**src/rtl/vfs_pkg.sv**
```systemverilog
package vfs_pkg;
  typedef enum logic [1:0] {
    VFS_VALLEY = 2'd0,
    VFS_FOLD   = 2'd1,
    VFS_SKIP   = 2'd2
  } vfs_mode_e;
endpackage

```
**src/rtl/vfs_level_map.sv**
```systemverilog
module vfs_level_map
  import vfs_pkg::*;
#(
  parameter int FB_W      = 8,
  parameter int VALLEY_MAX = 6,
  parameter int VIDX_W    = 3,
  parameter int LOCK_TOP  = 140,
  parameter int LOCK_STEP = 10,
  parameter int HYST      = 4,
  parameter int FOLD_TH   = 80,
  parameter int BASE_OFF  = 8,
  parameter int OFF_GAIN  = 2,
  parameter int MAX_OFF   = 100,
  parameter int TW        = 7
) (
  input  logic [FB_W-1:0]   fb_code,
  input  logic [VIDX_W-1:0] idx_q,
  input  vfs_mode_e         mode_q,
  output logic [VIDX_W-1:0] idx_n,
  output vfs_mode_e         mode_n,
  output logic [TW-1:0]     off_n
);
  localparam int NSTEP = VALLEY_MAX - 1;

  logic [NSTEP-1:0] below_dn;
  logic [NSTEP-1:0] below_up;

  // one comparator pair per valley step
  generate
    for (genvar g = 0; g < NSTEP; g++) begin : g_step
      localparam int STEP_TH = LOCK_TOP - g * LOCK_STEP;
      assign below_dn[g] = 32'(fb_code) < 32'(STEP_TH);
      assign below_up[g] = 32'(fb_code) < 32'(STEP_TH + HYST);
    end
  endgenerate

  logic [VIDX_W-1:0] tgt_dn;
  logic [VIDX_W-1:0] tgt_up;
  logic [31:0]       raw_off;
  logic              too_long;
  logic              folded;

  always_comb begin
    tgt_dn = VIDX_W'(1 + $countones(below_dn));
    tgt_up = VIDX_W'(1 + $countones(below_up));
    if (tgt_dn > idx_q)      idx_n = tgt_dn;
    else if (tgt_up < idx_q) idx_n = tgt_up;
    else                     idx_n = idx_q;

    if (32'(fb_code) < 32'(FOLD_TH))
      raw_off = 32'(BASE_OFF) + (32'(FOLD_TH) - 32'(fb_code)) * 32'(OFF_GAIN);
    else
      raw_off = 32'(BASE_OFF);
    too_long = raw_off > 32'(MAX_OFF);
    off_n    = too_long ? TW'(MAX_OFF) : TW'(raw_off);

    if (mode_q == VFS_VALLEY) folded = 32'(fb_code) < 32'(FOLD_TH);
    else                      folded = 32'(fb_code) < 32'(FOLD_TH + HYST);

    if (!folded)      mode_n = VFS_VALLEY;
    else if (too_long) mode_n = VFS_SKIP;
    else              mode_n = VFS_FOLD;
  end
endmodule

```
**src/rtl/vfs_switch_timer.sv**
```systemverilog
module vfs_switch_timer
  import vfs_pkg::*;
#(
  parameter int VIDX_W  = 3,
  parameter int TW      = 7,
  parameter int MAX_OFF = 100
) (
  input  logic              clk,
  input  logic              rst_n,
  input  logic              bound,
  input  vfs_mode_e         mode_n,
  input  vfs_mode_e         mode_q,
  input  logic [VIDX_W-1:0] idx_q,
  input  logic [TW-1:0]     off_q,
  input  logic              valley_pulse,
  output logic              turn_on,
  output logic              floor_tick
);
  logic [TW-1:0]     tmr_q, tmr_n;
  logic [VIDX_W-1:0] vcnt_q, vcnt_n;
  logic              armed_q, armed_n;
  logic              ton_q, ton_n;

  always_comb begin
    tmr_n   = tmr_q;
    vcnt_n  = vcnt_q;
    armed_n = armed_q;
    ton_n   = 1'b0;
    if (bound) begin
      tmr_n   = '0;
      vcnt_n  = '0;
      armed_n = (mode_n != VFS_SKIP);
    end else begin
      if (tmr_q != TW'(MAX_OFF)) tmr_n = tmr_q + TW'(1);
      if (armed_q) begin
        case (mode_q)
          VFS_VALLEY: begin
            if (valley_pulse) begin
              if (vcnt_q + VIDX_W'(1) == idx_q) begin
                ton_n   = 1'b1;
                armed_n = 1'b0;
              end else begin
                vcnt_n = vcnt_q + VIDX_W'(1);
              end
            end
          end
          VFS_FOLD: begin
            if (tmr_q + TW'(1) == off_q) begin
              ton_n   = 1'b1;
              armed_n = 1'b0;
            end
          end
          default: armed_n = 1'b0;
        endcase
      end
    end
  end

  always_ff @(posedge clk or negedge rst_n) begin
    if (!rst_n) begin
      tmr_q   <= '0;
      vcnt_q  <= '0;
      armed_q <= 1'b0;
      ton_q   <= 1'b0;
    end else begin
      tmr_q   <= tmr_n;
      vcnt_q  <= vcnt_n;
      armed_q <= armed_n;
      ton_q   <= ton_n;
    end
  end

  assign turn_on    = ton_q;
  assign floor_tick = (tmr_q == TW'(MAX_OFF - 1));
endmodule

```
**src/rtl/vly_foldback_sel.sv**
```systemverilog
module vly_foldback_sel
  import vfs_pkg::*;
#(
  parameter int FB_W       = 8,
  parameter int VALLEY_MAX = 6,
  parameter int LOCK_TOP   = 140,
  parameter int LOCK_STEP  = 10,
  parameter int HYST       = 4,
  parameter int FOLD_TH    = 80,
  parameter int BASE_OFF   = 8,
  parameter int OFF_GAIN   = 2,
  parameter int MAX_OFF    = 100
) (
  input  logic                             clk,
  input  logic                             rst_n,
  input  logic [FB_W-1:0]                  fb_code,
  input  logic                             valley_pulse,
  input  logic                             cycle_end,
  output logic                             turn_on,
  output logic [$clog2(VALLEY_MAX+1)-1:0]  valley_idx,
  output logic                             freeze,
  output logic                             skip
);
  localparam int VIDX_W = $clog2(VALLEY_MAX + 1);
  localparam int TW     = $clog2(MAX_OFF + 1);

  logic [VIDX_W-1:0] idx_q, idx_n;
  vfs_mode_e         mode_q, mode_n;
  logic [TW-1:0]     off_q, off_n;
  logic              floor_tick;
  logic              bound;

  vfs_level_map #(
    .FB_W(FB_W), .VALLEY_MAX(VALLEY_MAX), .VIDX_W(VIDX_W),
    .LOCK_TOP(LOCK_TOP), .LOCK_STEP(LOCK_STEP), .HYST(HYST),
    .FOLD_TH(FOLD_TH), .BASE_OFF(BASE_OFF), .OFF_GAIN(OFF_GAIN),
    .MAX_OFF(MAX_OFF), .TW(TW)
  ) map_i (
    .fb_code(fb_code), .idx_q(idx_q), .mode_q(mode_q),
    .idx_n(idx_n), .mode_n(mode_n), .off_n(off_n)
  );

  // boundary: external cycle end, or floor period elapsed while skipping
  assign bound = cycle_end | ((mode_q == VFS_SKIP) & floor_tick);

  vfs_switch_timer #(
    .VIDX_W(VIDX_W), .TW(TW), .MAX_OFF(MAX_OFF)
  ) tmr_i (
    .clk(clk), .rst_n(rst_n), .bound(bound),
    .mode_n(mode_n), .mode_q(mode_q), .idx_q(idx_q), .off_q(off_q),
    .valley_pulse(valley_pulse), .turn_on(turn_on), .floor_tick(floor_tick)
  );

  always_ff @(posedge clk or negedge rst_n) begin
    if (!rst_n) begin
      idx_q  <= VIDX_W'(1);
      mode_q <= VFS_VALLEY;
      off_q  <= '0;
    end else if (bound) begin
      idx_q  <= idx_n;
      mode_q <= mode_n;
      off_q  <= off_n;
    end
  end

  assign valley_idx = idx_q;
  assign freeze     = (mode_q != VFS_VALLEY);
  assign skip       = (mode_q == VFS_SKIP);
endmodule

```
**config.mk**
```make
export PLATFORM = sky130hd
export DESIGN_NAME = vly_foldback_sel
export DESIGN_NICKNAME = d
export VERILOG_FILES = /design/src/rtl/vfs_pkg.sv /design/src/rtl/vfs_level_map.sv /design/src/rtl/vfs_switch_timer.sv /design/src/rtl/vly_foldback_sel.sv
export SDC_FILE = /design/constraint.sdc
export NUM_CORES = 1
export LEC_CHECK = 0
export BUFFER_PORTS_ARGS = -buffer_cell sky130_fd_sc_hd__buf_2
export CORE_ASPECT_RATIO = 1.75
export CORE_MARGIN = 2
export CORE_UTILIZATION = 50
export CTS_BUF_LIST = sky130_fd_sc_hd__clkbuf_4
export DETAILED_ROUTE_END_ITERATION = 8
export PLACE_DENSITY = 0.68
export SYNTH_ARGS = -nofsm -noshare
export SYNTH_HDL_FRONTEND = slang
export SYNTH_SLANG_ARGS = --single-unit
export TNS_END_PERCENT = 1
```
**constraint.sdc**
```tcl
create_clock -name clk -period 4.2 [get_ports clk]
set_clock_uncertainty 0.05 [all_clocks]
set_input_delay 0.63 -clock clk [delete_from_list [all_inputs] [get_ports clk]]
set_output_delay 0.63 -clock clk [all_outputs]
set_load 0.005 [all_outputs]
```
==> flow_summary.json, run 1 <==
{
  "outcome": "complete, no violations",
  "insertion_delay_ps": 300,
  "synth_top_area_share_pct": 24.7,
  "slew_viol_final": 0,
  "yosysMostFrequentCell": "inv_1",
  "finalNonFillerCells": 327,
  "netSwitchingPower_w": 0.000315,
  "syn_area_per_cell_um2": 8.63,
  "reg2reg_from": "tmr_i.tmr_q[0]$_DFFE_PN0P_",
  "drcViolationCount": 0,
  "grt_pass1_vias": 1845,
  "synthFlopType": "dfrtp_1",
  "syn_area_um2": 2230,
  "cts_sinks": 23,
  "antenna_found_initial": 0,
  "cp_data_required_time_ps": 4360,
  "place_area_um2": 2380,
  "synthDistinctLibCells": 58,
  "vias_per_cell": 5.62,
  "setup_viol": 0,
  "yosysTopAreaCell": "dfrtp_1",
  "grt_max_degree": 27,
  "port_buffers": 17,
  "synth-seq-cells": 23,
  "cts_max_path_buffers": 2,
  "cp-startpoint": "fb_code[0]",
  "final_nets": 316,
  "ios": 18,
  "arrival_ps": 3840,
  "synth.net_count": 297,
  "cts_tree": "built",
  "synth_area_leaders": "dfrtp_1 (25%), ha_1 (14%), xnor2_1 (6.3%)",
  "ys_warn_count": 0,
  "fin_area_um2": 2410,
  "rsz0062_at_grt": "false",
  "min_period_ps": 3690,
  "synthArstFlopShare_pct": 100,
  "combPwrFrac_pct": 50.8,
  "cts_inserted_buffers": 3,
  "gr-total-overflow": 0,
  "globalRouteTotalUtil_pct": 20.4,
  "drt_first_pass_iters": 4,
  "core_um2": 4320,
  "dr_total_vias": 1839,
  "internal_power_w": 0.000507,
  "drv_cap": 0,
  "syn_to_final_growth_pct": 8.15,
  "finalCritPeriodShare_pct": 87.7,
  "cts-htree-levels": 1,
  "critPathCaptureType": "register",
  "cts_hold_buffers": 0,
  "p_per_area_nw_per_um2": 342,
  "totalWireLength_mm": 4.50,
  "finalPower_w": 0.000822,
  "die-area_um2": 5020,
  "drive_above_1_share_pct": 16.3,
  "row_count": 32,
  "fin_tns_setup_ps": 0,
  "initial_utilization_pct": 51.5,
  "drt_first_iter_violations": 45,
  "setup_ws_ps": 515,
  "netlist_instances": 258,
  "grt_pass1_wl_mm": 7.71,
  "dieWidth_um": 54.4,
  "cts_resized": 0,
  "wl_per_cell_um": 13.7,
  "yosys-top-cells-count": "inv_1 (26), ha_1 (25), dfrtp_1 (22), nor2_1 (22), nand2_1 (19)",
  "ant_nets": 0,
  "place_inst": 323,
  "seqPwrFrac_pct": 36.4,
  "place.gp.congestion": 0.834,
  "fmax_mhz": 271,
  "sw_frac_of_total_pct": 38.3,
  "cts.clk_slew.worst_paths_ps": 120,
  "diodes": 0,
  "synth-edff-count": 0,
  "crit_path_start_kind": "input pin",
  "finalHoldViolCount": 0,
  "ir_drop_uv": 206,
  "min_path_type": "input pin to asynchronous set/reset pin",
  "p_leak_nw": 1.11,
  "tightest_slew_ps": 760,
  "dpl_worst_slack_ps": 178,
  "critPathMaxFanout": 8,
  "die_h_um": 92.3,
  "synth_seq_area_share_pct": 25.9,
  "cts_setup_buffers": 0,
  "clock-root-buffer": "clkbuf_4",
  "critPathKind": "input pin to register",
  "pwr-share-clk_pct": 12.8,
  "maxSlewHeadroom_pct": 48.8,
  "dpl.hpwl_mm": 3.70
}
per-layer routing:
| layer | share of wire (%) | wire length, µm | GRT usage, % | vias to the layer above |
|---|---|---|---|---|
| met2 | 57 | 2570 | 39.4 | 36 |
| met1 | 39 | 1770 | 21.0 | 853 |
| met3 | 1.7 | 78 | 0.977 | 8 |
| li1 | - | - | - | 942 |
| met5 | 0 | 0 | 0 | - |
| met4 | 1.8 | 80 | 8.13 | 0 |
registers in the layout, summed over array words and instances (netlist names):
name and count:
tmr_i.tmr_q 7, off_q 6, tmr_i.vcnt_q 3, valley_idx 3, mode_q 2, tmr_i.armed_q 1, tmr_i.turn_on 1
final cells by class:
cell class | instances | area, µm²
Sequential cell | 23 | 577
Multi-Input combinational cell | 200 | 1510
Timing Repair Buffer | 23 | 130
Tap cell | 51 | 63.8
Clock buffer | 4 | 30.0
Inverter | 26 | 97.6
Fill cell | 431 | 1920
cell families (layout without fill, tap and decap cells):
logic type	after synthesis	after routing	share of synthesized area, %
and+or+nand+nor	78	78	18.2
muxes	5	5	2.30
xor gates and xnor gates	28	28	11.4
adders and majority gates	27	27	15.9
buffers and inverters	35	53	6.30
AOI/OAI and AO/OA	62	62	20.1
DFF	23	23	25.9
power by group through the flow:
stage | Sequential, W | Clock, W | Combinational, W
finish | 0.000299 | 0.000106 | 0.000417
global route | 0.000305 | 0.000121 | 0.000476
CTS | 0.000301 | 0.000111 | 0.000423
detailed placement | 0.000305 | 0 | 0.000420
global placement | 0.000303 | 0 | 0.000410
floorplan | 0.000297 | 0 | 0.000303
path summary, 6_finish.rpt:
path / depth (start not counted) / slack (ps) / to
max: 14 / 510 / mode_q[1]$_DFFE_PN0N_
min: 1 / 220 / tmr_i.tmr_q[0]$_DFFE_PN0P_
max reg2reg: 8 / 2150 / tmr_i.armed_q$_DFF_PN0_
min reg2reg: 1 / 420 / tmr_i.turn_on$_DFF_PN0_
max in group asynchronous: 1 / 3530 / valley_idx[0]$_DFFE_PN1P_
min in group clk: 1 / 420 / tmr_i.turn_on$_DFF_PN0_
layout by cell type, fill, tap and decap left out, drive strengths merged, types with 2 or more instances in the layout:
master | synthesis | layout
or4 | 2 | 2
nand2b | 4 | 4
nor4 | 2 | 2
a31oi | 4 | 4
nand3 | 9 | 9
buf | 2 | 23
o21ai | 16 | 16
fa | 2 | 2
nand4 | 2 | 2
o21bai | 3 | 3
nand2 | 19 | 19
mux2i | 4 | 4
o22a | 2 | 2
nor2 | 22 | 22
clkbuf | 7 | 4
and3 | 3 | 3
xnor2 | 17 | 17
o41ai | 2 | 2
a211oi | 2 | 2
inv | 26 | 26
a21oi | 15 | 15
a21o | 3 | 3
dfrtp | 22 | 22
and2 | 2 | 2
xor2 | 11 | 11
ha | 25 | 25
nor3 | 4 | 4
o22ai | 6 | 6
o21a | 2 | 2
nor3b | 2 | 2
worst max-delay path, stage by stage:
cell     delay (ps)
buf_2           160
inv_1            60
ha_1            220
buf_4           170
o31a_1          330
nor4_2          390
o21ai_0         160
ha_1            200
or4_1           460
nor4_1          300
nand3_1         150
a21oi_1         230
o22ai_4         150
a31o_1          240
per-stage QoR:
stage,utilization [%],hold slack (ps)
3_5_place_dp,55.0,398
6_report,55.7,218
2_1_floorplan,-,284
3_3_place_gp,55.0,396
5_1_grt,55.7,233
4_1_cts,55.7,226
Power figures use the tool's default switching activity.
==> run 2, diff against run 1 <==
Clock period 4.2 ns to 3.94 ns, I/O delays scaled along.
==> flow_summary.json, run 2 (synthesized netlist as in run 1, its figures left out) <==
{
  "outcome": "complete, no violations",
  "combPwrFrac_pct": 50.5,
  "largest_reg_flops": 7,
  "crit_path_start_kind": "input pin",
  "grt_pass1_wl_mm": 7.38,
  "cts_sinks": 23,
  "drcViolationCount": 0,
  "sw_frac_of_total_pct": 39.2,
  "row_count": 32,
  "drive_above_1_share_pct": 18.1,
  "p_leak_nw": 1.13,
  "multi_input_area_um2": 1520,
  "syn_to_final_growth_pct": 10.0,
  "min_path_type": "input pin to asynchronous set/reset pin",
  "critPathKind": "input pin to register",
  "final_common_cell": "inv_1",
  "area.sequential_um2": 577,
  "slew_viol_final": 0,
  "vias_per_cell": 5.57,
  "finalCritPeriodShare_pct": 90.9,
  "slowest_stage": "or4_1",
  "netSwitchingPower_w": 0.000338,
  "place.gp.congestion": 0.820,
  "cts_resized": 0,
  "die-area_um2": 5020,
  "gr-total-overflow": 0,
  "largest_register": "tmr_i.tmr_q",
  "dpl.hpwl_mm": 3.61,
  "port_buffers": 17,
  "clock-root-buffer": "clkbuf_4",
  "cts_setup_buffers": 0,
  "drt_first_pass_iters": 5,
  "setup_viol": 0,
  "ir_drop_uv": 303,
  "ios": 18,
  "fillers": 424,
  "seqPwrFrac_pct": 37.1,
  "antenna_found_initial": 0,
  "p_per_area_nw_per_um2": 352,
  "fmax_mhz": 279,
  "cts_max_path_buffers": 2,
  "maxSlewHeadroom_pct": 65.6,
  "drv_cap": 0,
  "cts-htree-levels": 1,
  "finalPower_w": 0.000862,
  "path_cells": "buf_2 -> inv_1 -> ha_1 -> buf_4 -> o31a_1 -> nor4_2 -> o21ai_0 -> ha_1 -> or4_1 -> nor4_1 -> nand3_1 -> a21oi_1 -> o22ai_4 -> a31o_1",
  "final_nets": 321,
  "cp_data_required_time_ps": 4100,
  "pwr-share-clk_pct": 12.3,
  "place_area_um2": 2420,
  "dr_total_vias": 1849,
  "cts.clk_slew.worst_paths_ps": 120,
  "grt_pass1_vias": 1786,
  "critPathMaxFanout": 8,
  "initial_utilization_pct": 51.5,
  "internal_power_w": 0.000524,
  "critPathCaptureType": "register",
  "cts_tree": "built",
  "core_um2": 4320,
  "tightest_slew_ps": 511,
  "min_period_ps": 3580,
  "arrival_ps": 3740,
  "totalWireLength_mm": 4.32,
  "final_cell_mix": "inv_1 (26), ha_1 (25), nor2_1 (22), dfrtp_1 (22), nand2_1 (19)",
  "largest_registers": "tmr_i.tmr_q (7), off_q (6)",
  "fin_area_um2": 2450,
  "cts_hold_buffers": 0,
  "globalRouteTotalUtil_pct": 19.4,
  "drt_first_iter_violations": 50,
  "die_h_um": 92.3,
  "ant_nets": 0,
  "rsz0062_at_grt": "false",
  "cp_slowest_stage_delay_ps": 460,
  "cts_inserted_buffers": 3,
  "diodes": 0,
  "grt_max_degree": 24,
  "critical_path.most_common_cell": "ha_1",
  "finalHoldViolCount": 0,
  "dieWidth_um": 54.4,
  "insertion_delay_ps": 300,
  "wl_per_cell_um": 13.0
}
run 2: changes by cell type in the layout (fill, tap and decap cells not counted):
| cell | delta |
|---|---|
| buf_4 | +5 |
| a31oi_1 | -1 |
| a31oi_2 | +1 |
| clkbuf_4 | -1 |
| clkinv_2 | +1 |
| o21ai_0 | -1 |
| o21ai_1 | +1 |
run 2: final timing paths:
check / depth (start not counted) / endpoint / startpoint / slack, ps
setup / recovery: 14 / mode_q[1]$_DFFE_PN0N_ / fb_code[0] / 360
hold / removal: 1 / tmr_i.vcnt_q[2]$_DFFE_PN0P_ / rst_n / 180
setup reg to reg: 4 / off_q[5]$_DFFE_PN0N_ / tmr_i.tmr_q[3]$_DFFE_PN0P_ / 1760
hold reg to reg: 1 / tmr_i.turn_on$_DFF_PN0_ / mode_q[1]$_DFFE_PN0N_ / 420
min in group clk: 1 / tmr_i.turn_on$_DFF_PN0_ / mode_q[1]$_DFFE_PN0N_ / 420
max in group asynchronous: 1 / valley_idx[0]$_DFFE_PN1P_ / rst_n / 3300
run 2: through the flow:
stage | util, % | setup TNS (ps) | std cells | hold slack [ps] | worst slack, ps
floorplan | - | 0 | 258 | 245 | 104
global placement | 56.0 | 0 | 328 | 394 | 57.4
detailed placement | 56.0 | -6.25 | 328 | 397 | -6.25
CTS | 56.6 | 0 | 332 | 184 | 345
global route | 56.6 | 0 | 332 | 201 | 135
finish | 56.6 | 0 | 332 | 179 | 360
run 2: cell type report:
cell class                      instances  share of cell area, %
Clock buffer                            3                  0.920
Clock inverter                          1                  0.204
Inverter                               26                   3.99
Multi-Input combinational cell        200                   61.9
Sequential cell                        23                   23.6
Tap cell                               51                   2.61
Timing Repair Buffer                   28                   6.85
run 2: worst max-delay path: cells and delay by family:
family                     cells  cell delay, ps
adders and majority gates      2             400
AOI/OAI and AO/OA              5            1110
buffers and inverters          3             390
and+or+nand+nor                4            1250
run 2: layer usage:
metal	track usage (%)	vias to the layer above	wire, µm
li1	-	957	-
met3	0.977	2	85
met1	20.8	864	1720
met2	37.3	26	2470
met4	6.25	0	43
met5	0	-	0
run 2: power by group through the flow:
stage | sequential (W) | combinational [W] | clock, W
after global placement | 0.000325 | 0.000429 | 0
final | 0.000320 | 0.000436 | 0.000106
after detailed placement | 0.000326 | 0.000441 | 0
after floorplan | 0.000317 | 0.000336 | 0
after CTS | 0.000321 | 0.000444 | 0.000112
after global routing | 0.000327 | 0.000501 | 0.000120
==> run 3, diff against run 2 <==
Settings changed: CORE_UTILIZATION 50 to 62, PLACE_DENSITY 0.68 to 0.82.
==> flow_summary.json, run 3 (synthesized netlist as in run 1, its figures left out) <==
{
  "outcome": "complete, no violations",
  "largest_reg_flops": 7,
  "dieWidth_um": 49.3,
  "reg2reg_from": "tmr_i.tmr_q[3]$_DFFE_PN0P_",
  "final_nets": 318,
  "insertion_delay_ps": 320,
  "largest_registers": "tmr_i.tmr_q (7), off_q (6)",
  "rsz0062_at_grt": "false",
  "path_cells": "buf_2 -> inv_1 -> ha_1 -> or3b_4 -> a21oi_2 -> o21ai_0 -> ha_1 -> or4_1 -> nor4_1 -> nand3_1 -> a21oi_1 -> o22ai_4 -> a31o_1",
  "grt_pass1_wl_mm": 8.27,
  "critPathCaptureType": "register",
  "fillers": 284,
  "min_path_type": "input pin to asynchronous set/reset pin",
  "dpl.hpwl_mm": 3.71,
  "diodes": 0,
  "syn_to_final_growth_pct": 8.77,
  "cts_resized": 0,
  "cts_setup_buffers": 0,
  "die-area_um2": 4100,
  "p_per_area_nw_per_um2": 363,
  "p_leak_nw": 1.11,
  "arrival_ps": 3840,
  "crit_family": "simple AND/OR/NAND/NOR gates",
  "final_cell_mix": "inv_1 (26), ha_1 (25), nor2_1 (22), dfrtp_1 (22), nand2_1 (19)",
  "tightest_slew_ps": 814,
  "die_h_um": 83.3,
  "ant_nets": 0,
  "wl_per_cell_um": 14.3,
  "cts_sinks": 23,
  "maxSlewHeadroom_pct": 45.7,
  "finalHoldViolCount": 0,
  "critical_path.most_common_cell": "ha_1",
  "crit_path_start_kind": "input pin",
  "initial_utilization_pct": 65.5,
  "crit_buf_inv": 2,
  "critPathMaxFanout": 8,
  "final_common_cell": "inv_1",
  "fin_area_um2": 2420,
  "ir_drop_uv": 364,
  "cts-htree-levels": 1,
  "cts_inserted_buffers": 3,
  "gr-total-overflow": 0,
  "grt_pass1_vias": 1925,
  "globalRouteTotalUtil_pct": 24.7,
  "reg2reg_depth": 5,
  "setup_viol": 0,
  "area.sequential_um2": 577,
  "drv_cap": 0,
  "cp_slowest_stage_delay_ps": 510,
  "cts_tree": "built",
  "reg2reg_slack_ps": 1530,
  "ios": 18,
  "row_count": 28,
  "fin_tns_setup_ps": 0,
  "antenna_found_initial": 0,
  "largest_register": "tmr_i.tmr_q",
  "drt_first_pass_iters": 5,
  "r2r_end": "valley_idx[2]$_DFFE_PN0P_",
  "multi_input_area_um2": 1520,
  "totalWireLength_mm": 4.62,
  "drt_first_iter_violations": 44,
  "dr_total_vias": 1898,
  "drive_above_1_share_pct": 17.3,
  "cts.clk_slew.worst_paths_ps": 140,
  "hold_slack_ps": 160,
  "cp-startpoint": "fb_code[0]",
  "critPathKind": "input pin to register",
  "grt_max_degree": 27,
  "slowest_stage": "or4_1",
  "fmax_mhz": 274,
  "port_buffers": 17,
  "vias_per_cell": 5.88,
  "cts_hold_buffers": 0,
  "finalCritPeriodShare_pct": 92.7,
  "core_um2": 3400,
  "slew_viol_final": 0,
  "cts_max_path_buffers": 2,
  "clock-root-buffer": "clkbuf_4",
  "min_period_ps": 3650,
  "place_area_um2": 2390,
  "cp_data_required_time_ps": 4130,
  "drcViolationCount": 0,
  "place.gp.congestion": 0.835
}
run 3: cell types whose count changed in the layout (fill, tap and decap cells not counted), sizes merged:
cell      before  now
buf           28   25
clkinv         1    0
clkinvlp       0    1
run 3: layout make-up:
class,instances,area share (%)
Clock buffer,3,0.930
Clock inverter,1,0.310
Multi-Input combinational cell,200,62.6
Timing Repair Buffer,25,5.99
Inverter,26,4.03
Sequential cell,23,23.8
Tap cell,45,2.33
run 3: how the worst max path moves through the flow:
| stage | slack, ps | cells past startpoint | end |
|---|---|---|---|
| final | 290 | 13 | mode_q[1]$_DFFE_PN0N_ |
| after global routing | 40 | 13 | mode_q[1]$_DFFE_PN0N_ |
| after CTS | 290 | 13 | mode_q[1]$_DFFE_PN0N_ |
| after detailed placement | -60 | 13 | mode_q[1]$_DFFE_PN0N_ |
| after global placement | 80 | 13 | mode_q[1]$_DFFE_PN0N_ |
| after floorplan | 100 | 16 | valley_idx[1]$_DFFE_PN0P_ |
run 3: report_power, final:
group | internal (W) | leakage (nW) | total, W | switching (W)
sequential | 0.000279 | 0.297 | 0.000321 | 0.0000419
combinational | 0.000207 | 0.801 | 0.000445 | 0.000238
clock | 0.0000388 | 0.0139 | 0.000113 | 0.0000739
total | 0.000525 | 1.11 | 0.000878 | 0.000354
run 3: per-stage QoR:
step                      worst slack (ps)  std cells  power (W)  utilization (%)
final                                  289        323   0.000878             71.2
after global routing                  43.5        323   0.000959             71.2
after CTS                              293        323   0.000880             71.2
after detailed placement             -55.8        319   0.000767             70.4
after global placement                77.9        319   0.000746             70.4
after floorplan                        104        258   0.000653                -
run 3: routing by layer:
metal | vias to the layer above | wire [µm] | GRT usage, %
met5 | - | 0 | 0
met4 | 0 | 78 | 8.83
met3 | 8 | 100 | 0.899
met2 | 38 | 2640 | 48.3
met1 | 902 | 1800 | 27.0
li1 | 950 | - | -
